### src/rtl/lcr_pkg.sv
`timescale 1ns/1ps
package lcr_pkg;
   typedef enum logic [1:0] {
      RX_SHIFT = 2'd0,
      RX_CMD   = 2'd1,
      RX_HOLD  = 2'd2
   } rx_state_e;

   // command burst length and the qualified fall that loads the latch
   localparam int CMD_PULSES = 4;
   localparam int LOAD_AT    = 2;
endpackage

### src/rtl/lcr_sync.sv
`timescale 1ns/1ps
module lcr_sync #(
   parameter int WIDTH = 2
) (
   input  logic             clk,
   input  logic             rst_n,
   input  logic [WIDTH-1:0] async_in,
   output logic [WIDTH-1:0] sync_out
);
   for (genvar i = 0; i < WIDTH; i++) begin : g_bit
      logic [1:0] stage_q;
      always_ff @(posedge clk or negedge rst_n) begin
         if (!rst_n) stage_q <= '0;
         else        stage_q <= {stage_q[0], async_in[i]};
      end
      assign sync_out[i] = stage_q[1];
   end
endmodule

### src/rtl/lcr_shifter.sv
`timescale 1ns/1ps
module lcr_shifter #(
   parameter int W = 208
) (
   input  logic         clk,
   input  logic         rst_n,
   input  logic         shift_en,
   input  logic         bit_in,
   output logic [W-1:0] data_q
);
   always_ff @(posedge clk or negedge rst_n) begin
      if (!rst_n)        data_q <= '0;
      else if (shift_en) data_q <= {data_q[W-2:0], bit_in};
   end
endmodule

### src/rtl/lcr_cmd_fsm.sv
`timescale 1ns/1ps
module lcr_cmd_fsm import lcr_pkg::*; #(
   parameter int IDLE_CYC   = 44000,
   parameter int HI_MIN_CYC = 14,
   parameter int LO_MIN_CYC = 46,
   parameter int STOP_CYC   = 42
) (
   input  logic clk,
   input  logic rst_n,
   input  logic dck_edge,
   input  logic din_lvl,
   input  logic din_rise,
   input  logic din_fall,
   output logic load_now,
   output logic in_cmd
);
   localparam int IW = $clog2(IDLE_CYC + 1);
   localparam int HW = $clog2(HI_MIN_CYC + 1);
   localparam int LW = $clog2(LO_MIN_CYC + 1);
   localparam int SW = $clog2(STOP_CYC + 1);
   localparam logic [IW-1:0] IDLE_LAST = IW'(IDLE_CYC - 1);
   localparam logic [HW-1:0] HI_SAT    = HW'(HI_MIN_CYC);
   localparam logic [LW-1:0] LO_SAT    = LW'(LO_MIN_CYC);
   localparam logic [SW-1:0] STOP_LAST = SW'(STOP_CYC - 1);
   localparam logic [1:0]    LOAD_IDX  = 2'(LOAD_AT - 1);
   localparam logic [1:0]    LAST_IDX  = 2'(CMD_PULSES - 1);

   rx_state_e       state_q;
   logic [IW-1:0]   idle_q;
   logic [SW-1:0]   hold_q;
   logic [HW-1:0]   hi_q;
   logic [LW-1:0]   lo_q;
   logic [1:0]      pcnt_q;
   logic            pend_q;
   logic            fall_ok;

   assign fall_ok  = din_fall && pend_q && (hi_q == HI_SAT);
   assign in_cmd   = (state_q != RX_SHIFT);
   assign load_now = (state_q == RX_CMD) && !dck_edge && fall_ok && (pcnt_q == LOAD_IDX);

   // phase width meters, saturating at their thresholds
   always_ff @(posedge clk or negedge rst_n) begin
      if (!rst_n) begin
         hi_q <= '0;
         lo_q <= '0;
      end else begin
         if (din_rise)                   hi_q <= HW'(1);
         else if (din_lvl && hi_q != HI_SAT) hi_q <= hi_q + HW'(1);
         if (din_fall)                   lo_q <= LW'(1);
         else if (!din_lvl && lo_q != LO_SAT) lo_q <= lo_q + LW'(1);
      end
   end

   always_ff @(posedge clk or negedge rst_n) begin
      if (!rst_n) begin
         state_q <= RX_SHIFT;
         idle_q  <= '0;
         hold_q  <= '0;
         pcnt_q  <= '0;
         pend_q  <= 1'b0;
      end else begin
         case (state_q)
            RX_SHIFT: begin
               if (dck_edge) idle_q <= '0;
               else if (idle_q == IDLE_LAST) begin
                  state_q <= RX_CMD;
                  pcnt_q  <= '0;
                  pend_q  <= 1'b0;
               end else idle_q <= idle_q + IW'(1);
            end
            RX_CMD: begin
               if (dck_edge) begin
                  state_q <= RX_SHIFT;
                  idle_q  <= '0;
               end else begin
                  if (din_rise) pend_q <= (lo_q == LO_SAT);
                  if (din_fall) begin
                     pend_q <= 1'b0;
                     if (fall_ok) begin
                        pcnt_q <= pcnt_q + 2'd1;
                        if (pcnt_q == LAST_IDX) begin
                           state_q <= RX_HOLD;
                           hold_q  <= '0;
                        end
                     end
                  end
               end
            end
            RX_HOLD: begin
               if (dck_edge || hold_q == STOP_LAST) begin
                  state_q <= RX_SHIFT;
                  idle_q  <= '0;
               end else hold_q <= hold_q + SW'(1);
            end
            default: state_q <= RX_SHIFT;
         endcase
      end
   end
endmodule

### src/rtl/lcr_retimer.sv
`timescale 1ns/1ps
module lcr_retimer #(
   parameter int RETIME_CYC = 18
) (
   input  logic clk,
   input  logic rst_n,
   input  logic trig,
   output logic pulse
);
   localparam int RW = $clog2(RETIME_CYC + 1);
   logic [RW-1:0] cnt_q;

   always_ff @(posedge clk or negedge rst_n) begin
      if (!rst_n)                  cnt_q <= '0;
      else if (trig && cnt_q == '0) cnt_q <= RW'(RETIME_CYC);
      else if (cnt_q != '0)         cnt_q <= cnt_q - RW'(1);
   end
   assign pulse = (cnt_q != '0);
endmodule

### src/rtl/latch_cmd_rx.sv
`timescale 1ns/1ps
module latch_cmd_rx #(
   parameter int CHANNELS      = 12,
   parameter int GS_BITS       = 16,
   parameter int CMD_BITS      = 16,
   parameter int IDLE_CYC      = 44000,
   parameter int HI_MIN_CYC    = 14,
   parameter int LO_MIN_CYC    = 46,
   parameter int RETIME_CYC    = 18,
   parameter int STOP_BASE_CYC = 40,
   parameter int STOP_STEP_CYC = 2,
   parameter int CASCADE_DEPTH = 1
) (
   input  logic                          clk,
   input  logic                          rst_n,
   input  logic                          dck_in,
   input  logic                          din_in,
   output logic                          dck_fwd,
   output logic                          dout_fwd,
   output logic                          latch_strobe,
   output logic [CMD_BITS-1:0]           cmd_word,
   output logic [CHANNELS*GS_BITS-1:0]   gs_words
);
   localparam int GS_TOTAL = CHANNELS * GS_BITS;
   localparam int W_TOTAL  = CMD_BITS + GS_TOTAL;
   localparam int STOP_CYC = STOP_BASE_CYC + CASCADE_DEPTH * STOP_STEP_CYC;

   if (CHANNELS < 1 || GS_BITS < 1 || CMD_BITS < 1) begin : g_bad_width
      $error("latch_cmd_rx: channel, grayscale and command widths must be positive");
   end
   if (IDLE_CYC < 2 || HI_MIN_CYC < 1 || LO_MIN_CYC < 1) begin : g_bad_timing
      $error("latch_cmd_rx: timing thresholds out of range");
   end
   if (RETIME_CYC < 1 || STOP_CYC < 1) begin : g_bad_pulse
      $error("latch_cmd_rx: retime width and hold-off must be at least one cycle");
   end

   logic [1:0]         pin_s, pin_prev;
   logic               dck_edge, dck_rise, din_rise, din_fall;
   logic [W_TOTAL-1:0] shift_q, latch_q;
   logic               load_now, in_cmd, rt_pulse;

   // bit 0 carries the data clock, bit 1 the data line
   lcr_sync #(.WIDTH(2)) u_sync (
      .clk(clk), .rst_n(rst_n), .async_in({din_in, dck_in}), .sync_out(pin_s)
   );

   always_ff @(posedge clk or negedge rst_n) begin
      if (!rst_n) pin_prev <= '0;
      else        pin_prev <= pin_s;
   end

   assign dck_edge = pin_s[0] ^ pin_prev[0];
   assign dck_rise = pin_s[0] & ~pin_prev[0];
   assign din_rise = pin_s[1] & ~pin_prev[1];
   assign din_fall = ~pin_s[1] & pin_prev[1];

   lcr_shifter #(.W(W_TOTAL)) u_shift (
      .clk(clk), .rst_n(rst_n), .shift_en(dck_rise), .bit_in(pin_s[1]), .data_q(shift_q)
   );

   lcr_cmd_fsm #(
      .IDLE_CYC(IDLE_CYC), .HI_MIN_CYC(HI_MIN_CYC),
      .LO_MIN_CYC(LO_MIN_CYC), .STOP_CYC(STOP_CYC)
   ) u_fsm (
      .clk(clk), .rst_n(rst_n), .dck_edge(dck_edge), .din_lvl(pin_s[1]),
      .din_rise(din_rise), .din_fall(din_fall), .load_now(load_now), .in_cmd(in_cmd)
   );

   lcr_retimer #(.RETIME_CYC(RETIME_CYC)) u_rt (
      .clk(clk), .rst_n(rst_n), .trig(in_cmd & din_rise), .pulse(rt_pulse)
   );

   always_ff @(posedge clk or negedge rst_n) begin
      if (!rst_n) begin
         latch_q      <= '0;
         latch_strobe <= 1'b0;
      end else begin
         latch_strobe <= load_now;
         if (load_now) latch_q <= shift_q;
      end
   end

   assign dck_fwd  = pin_s[0];
   assign dout_fwd = in_cmd ? rt_pulse : shift_q[W_TOTAL-1];
   assign cmd_word = latch_q[W_TOTAL-1 -: CMD_BITS];
   assign gs_words = latch_q[GS_TOTAL-1:0];
endmodule

### config.mk
export PLATFORM = sky130hd
export DESIGN_NAME = latch_cmd_rx
export DESIGN_NICKNAME = d
export VERILOG_FILES = /design/src/rtl/lcr_pkg.sv /design/src/rtl/lcr_sync.sv /design/src/rtl/lcr_shifter.sv /design/src/rtl/lcr_cmd_fsm.sv /design/src/rtl/lcr_retimer.sv /design/src/rtl/latch_cmd_rx.sv
export SDC_FILE = /design/constraint.sdc
export NUM_CORES = 1
export LEC_CHECK = 0
export CORE_MARGIN = 1
export CORE_UTILIZATION = 56
export DETAILED_ROUTE_END_ITERATION = 8
export PLACE_DENSITY = 0.8
export SYNTH_ARGS = -nofsm -noshare
export SYNTH_HDL_FRONTEND = slang
export SYNTH_SLANG_ARGS = --single-unit
### constraint.sdc
create_clock -name clk -period 2.7 [get_ports clk]
set_input_delay 0.81 -clock clk [delete_from_list [all_inputs] [get_ports clk]]
set_output_delay 0.81 -clock clk [all_outputs]
set_load 0.02 [all_outputs]
## Yosys cells after proc, flatten, opt, wreduce, memory -nomap -nowiden

Index checks and enable logic that the tools add are counted.

- Output and inout port bits: 211
- Bits in registers: 465
- Bits in latches: 0
- Word-level logic and storage cells: 116
- Bits of input ports: 4
- Memories kept: 0
- Bits in read-only memories: 0
- RAM bits: 0

- Divide/modulo/power cells: 0
- $add $sub $neg: 6
- Reductions and logical operators: 26
- Shift-type cells: 0
- $mul: 0
- Mux-type cells: 38
- Bitwise operators: 8
- $lt $le $gt $ge: 0
- Eq/ne operators: 24

Operators by type and width:

| kind | number |
|---|---|
| $mux 16 | 4 |
| $pmux 16 s3 | 1 |
| $mux 6 | 7 |
| $mux 2 | 12 |
| $reduce_and 6->1 | 3 |
| $add 16x1->16 const B | 1 |
| $eq 16x16->1 const B | 1 |
| $add 6x1->6 const B | 2 |
| $eq 6x6->1 const B | 2 |
| $pmux 6 s2 | 1 |
| $reduce_bool 2->1 | 6 |
| $mux 5 | 2 |
| $ne 2x1->1 const B | 5 |
| $ne 3x2->1 const B | 3 |
| $logic_and 1x1->1 | 8 |
| $mux 4 | 2 |
| $ne 2x2->1 const B | 4 |
| $mux 1 | 6 |
| $ne 3x1->1 const B | 2 |
| $ne 6x6->1 const B | 1 |
| $pmux 2 s3 | 1 |
| $logic_not 5->1 | 1 |
| $reduce_and 5->1 | 1 |
| $reduce_bool 5->1 | 1 |
| 17 further kinds | 25 |

## Depth between registers and ports, before layout

- Depth in word-level cells: 8
- Depth in mapped cells: 11

## Cells and area by module

Synthesis repeated with hierarchy kept, for this count alone.

- Cell total of the unflattened synthesis: 1165
- Area, all modules: 19069.5 sq um

By module, submodules not included:

| module | area each (sq um) | times used | cells an instance |
|---|---|---|---|
| latch_cmd_rx | 8262.9 | 1 | 449 |
| lcr_shifter | 8135.3 | 1 | 439 |
| lcr_cmd_fsm | 2314.7 | 1 | 247 |
| lcr_retimer | 241.5 | 1 | 24 |
| lcr_sync | 115.1 | 1 | 6 |

## Least setup slack after synthesis

OpenSTA, ideal clock, no wires.

- Kind: register -> register
- From: register u_fsm.hi_q[0]
- To: register latch_q[21]
- Setup time: 65 ps
- Buffers on the path: 3
- Setup slack: 548 ps
- Clock period less this slack: 2152 ps
- Arrival: 2087 ps
- Stages on the path, launching flop included: 11
- Cell sequence: dfrtp_1 -> inv_1 -> ha_1 -> and3_2 -> and3_1 -> nand4_1 -> clkbuf_1 -> clkbuf_1 -> buf_1 -> nand2_1 -> nand2_1

- Cells in the longest elaborated chain, start to end: 4

RTL lines:

| item | line | text |
|---|---|---|
| start: declaration | lcr_cmd_fsm.sv:31 | `logic [HW-1:0] hi_q;` |
| start signal: assignment | lcr_cmd_fsm.sv:48 | `else if (din_lvl && hi_q != HI_SAT) hi_q <= hi_q + HW'(1);` |
| $eq 4x4->1 | lcr_cmd_fsm.sv:37 | `assign fall_ok = din_fall && pend_q && (hi_q == HI_SAT);` |
| $logic_and 1x1->1 | lcr_cmd_fsm.sv:37 |  |
| $logic_and 1x1->1 (2 in a row) | lcr_cmd_fsm.sv:39 | `assign load_now = (state_q == RX_CMD) && !dck_edge && fall_ok && (pcnt_q == LOAD_IDX);` |
| end signal: assignment | latch_cmd_rx.sv:80 | `if (load_now) latch_q <= shift_q;` |
| end: declaration | latch_cmd_rx.sv:40 | `logic [W_TOTAL-1:0] shift_q, latch_q;` |

No other way between the ends.
A chain may end at the register's enable or synchronous reset.

## Final worst setup path

- From: register u_rt.cnt_q[2]
- To: output port dout_fwd

- Cells in the longest elaborated chain, start to end: 2

RTL lines:

| item | line | text |
|---|---|---|
| start: declaration | lcr_retimer.sv:11 | `logic [RW-1:0] cnt_q;` |
| start signal: assignment | lcr_retimer.sv:15 | `else if (trig && cnt_q == '0) cnt_q <= RW'(RETIME_CYC);` |
| start signal: assignment | lcr_retimer.sv:16 | `else if (cnt_q != '0) cnt_q <= cnt_q - RW'(1);` |
| $reduce_bool 5->1 | lcr_retimer.sv:18 | `assign pulse = (cnt_q != '0);` |
| $mux 1 | latch_cmd_rx.sv:85 | `assign dout_fwd = in_cmd ? rt_pulse : shift_q[W_TOTAL-1];` |
| end: declaration | latch_cmd_rx.sv:19 | `output logic dout_fwd,` |

No other way between the ends.

==> results.md <==
* Final Non-Filler Cells at 2,259
* Ratio of cells with drive above 1 in the final layout at around a fifth
* Least-Margin Pin Slew at 868 ps
* Internal reg-to-reg setup slack at 170 ps
* Diode count at 0
* Seq cells post-synth at approximately 470
* Cells after DPL at ~2.2k
* Hold_ws at 196 ps
* Critical Path AT at 1880 ps
* Top FF cell, synth: dfrtp_1
* Crit. End Element: output pin
* I/O Pins at 215
* CTS root buffer: clkbuf_16
* First drt pass iteration count at 4
* Pwr dens at 643 nW/um^2
* First-pass GRT wire length at 63,400 um
* Post-cts hold buffer count at 0
* Fin crit share at 99.8%
* Worst relative slew slack at 42.1%
* Instance area at placement at between 20,000 and 25,000 um^2
* Final ANT Viol Nets at 0
* Via count at 12.2k
* Routability Congestion at 0.837
* Sink Count at 465
* FF-to-FF path depth at 8
* IO buf count at 214
* Die W at 182 um
* Syn Inst Count at around 1.6k
* Worst hold path type: in -> async
* Total GRT Usage at 23.6%
* Syn_nets at 1,621
* Area of the multi-input gates at 6100 um^2
* Final core occ at between 70% and 80%
* 1st-iter DRT viols at 791
* DR WL/cell at 16.8 um
* Status: finished, final reports clean
* Clk slew on worst S/H paths at 60 ps
* Post-synth cell types at between 50 and 60
* Area grow syn2layout at 24.5%
* Layout Nets at 1,843
* Layout Skew at 12.6 ps
* Startpoint Class: register
* Max Root-Sink Buffers at 3
* Core Region at 31,700 um^2
* Worst R2R End: latch_q[134]
* Fin. max-slew vios at 0
* Die ar. at 33,000 um^2
* Top-count cell post-synth: nand2_1
* Top cell type's share of synthesized area at 64.3%
* Post-Route WL at ~38,000 um
* Peak Freq at around 370 MHz
* Largest area contributor in the synthesized netlist: dfrtp_1
* Sequential area share after synthesis at 64.3%
* Total gr overflow at 0
* Largest net degree at the start of global routing at between 100 and 150
* Post-DR vias/cell at about 5.4
* Critical Path Fanout Max at 3
* Setup CP Type: reg -> out
* VDD IR max at 461 uV
* Vias in the first global route at 12.5k
* CTS tree: yes
* # setup viols final at 0
* Most area-consuming cells after synthesis: dfrtp_1 64%, nand2_1 13%, mux2_2 13%
* Post-synth top cells: 641 x nand2_1, 465 x dfrtp_1, 209 x mux2_2
* RSZ-0062 raised after global routing: yes
* Final Hold Violating Endpoints at 0
* Clk Latency, worst-skew pair at 540 ps
* Maxcap violations at 0
* Rows at between 60 and 70
* Number of synthesized flops with an enable pin at 0
* Warnings, synthesis at 0
* Post-layout min period at between 2000 and 3000 ps
* Static leakage at 11.6 nW
* Initial antenna violation count at 0
* H-tree levels at 2
* Pwr Total at between 10 and 15 mW
* Mean area per synthesized cell at 11.3 um^2
* TritonCTS Buffers at 46
* Post-synth ARST share at 100%
* Post-DP HPWL at 23,300 um
* Post-Syn Area at approximately 18,000 um^2
* Layout fillers at 2,166
* DIE HEIGHT at approximately 180 um
* Post-Layout Inst Area at 22,500 um^2
* R2r startpoint: u_fsm.hi_q[0]
* Initial cell density of the core at 57.1%
* CP required at 1890 ps
* DRC errors left at 0
* Storage element area at 11,600 um^2
## registers in the layout, summed over array words and instances, names as in the netlist, 4 cells and up
register,count
latch_q,208
u_fsm.hi_q,4
u_fsm.hold_q,6
u_fsm.idle_q,16
u_fsm.lo_q,6
u_rt.cnt_q,5
u_shift.data_q,208
u_sync.g_bit.stage_q,4
## per-stage QoR
| stage | setup TNS, ps | setup WS (ps) |
|---|---|---|
| 6_report | 0 | 6.07 |
| 3_5_place_dp | 0 | 5.81 |
| 2_1_floorplan | 0 | 548 |
| 3_3_place_gp | 0 | 86.6 |
| 5_1_grt | -43.2 | -43.2 |
| 4_1_cts | -12.1 | -12.1 |
## power breakdown
group / internal [mW] / leakage (nW) / switching (mW)
registers: 7.13 / 6.45 / 0.129
clock network: 4.03 / 0.794 / 2.66
logic: 0.234 / 4.34 / 0.318
## worst max-delay path by stage
stage	from	endpoint	cells past startpoint
5_1_grt	u_rt.cnt_q[2]	dout_fwd	5
3_5_place_dp	u_fsm.hi_q[0]	latch_q[127]	8
2_1_floorplan	u_fsm.hi_q[0]	latch_q[21]	10
3_3_place_gp	u_rt.cnt_q[0]	dout_fwd	6
4_1_cts	u_rt.cnt_q[1]	dout_fwd	6
6_report	u_rt.cnt_q[2]	dout_fwd	5
## cell usage in the layout, fill, tap and decap left out, drive strengths merged, types with 17 or more instances in the layout
master,Yosys,routed
nor2,24,24
inv,22,22
nand2,641,641
clkdlybuf4s50,0,212
clkbuf,59,64
o21ai,22,22
dfrtp,465,465
mux2,210,210
buf,18,39
ha,17,17
## critical path, stage by stage (launching register included)
cell and delay, ps:
dfrtp_1 420, nor2_2 190, nand2_4 80, or2_4 250, mux2_4 280, buf_6 130
## per-layer routing
metal / GRT usage (%) / up-vias / part of all wire [%]
li1: - / 5645 / -
met1: 31.5 / 6160 / 43
met2: 39.4 / 305 / 49
met3: 4.33 / 83 / 4.8
met4: 7.32 / 0 / 2.9
met5: 0 / - / 0
## repair_timing
action	4_1_cts	5_1_grt
resized for setup	10	6
buffers inserted	2	5
endpoints found under the setup margin	3	1
pin swaps	0	2
## cell families (layout without fill, tap and decap cells)
kind of cell | Yosys count | in the layout | share of synthesized area, %
buffers and inverters | 99 | 356 | 2.23
muxes | 213 | 213 | 13.2
xor gates and xnor gates | 10 | 10 | 0.484
and+or+nand+nor | 722 | 722 | 15.8
DFF | 465 | 465 | 64.3
adders and majority gates | 17 | 17 | 1.17
AOI/OAI and AO/OA | 74 | 74 | 2.73
## area by class of cell
| cell class | instances | area share (%) |
|---|---|---|
| repair buffers | 251 | 11.4 |
| well taps | 402 | 2.23 |
| flip-flops and latches | 465 | 51.6 |
| clock buffers | 64 | 6.08 |
| clock inverters | 19 | 1.14 |
| inverters | 22 | 0.389 |
| multi-input cells | 1036 | 27.1 |
(Power assumes the default switching activity.)
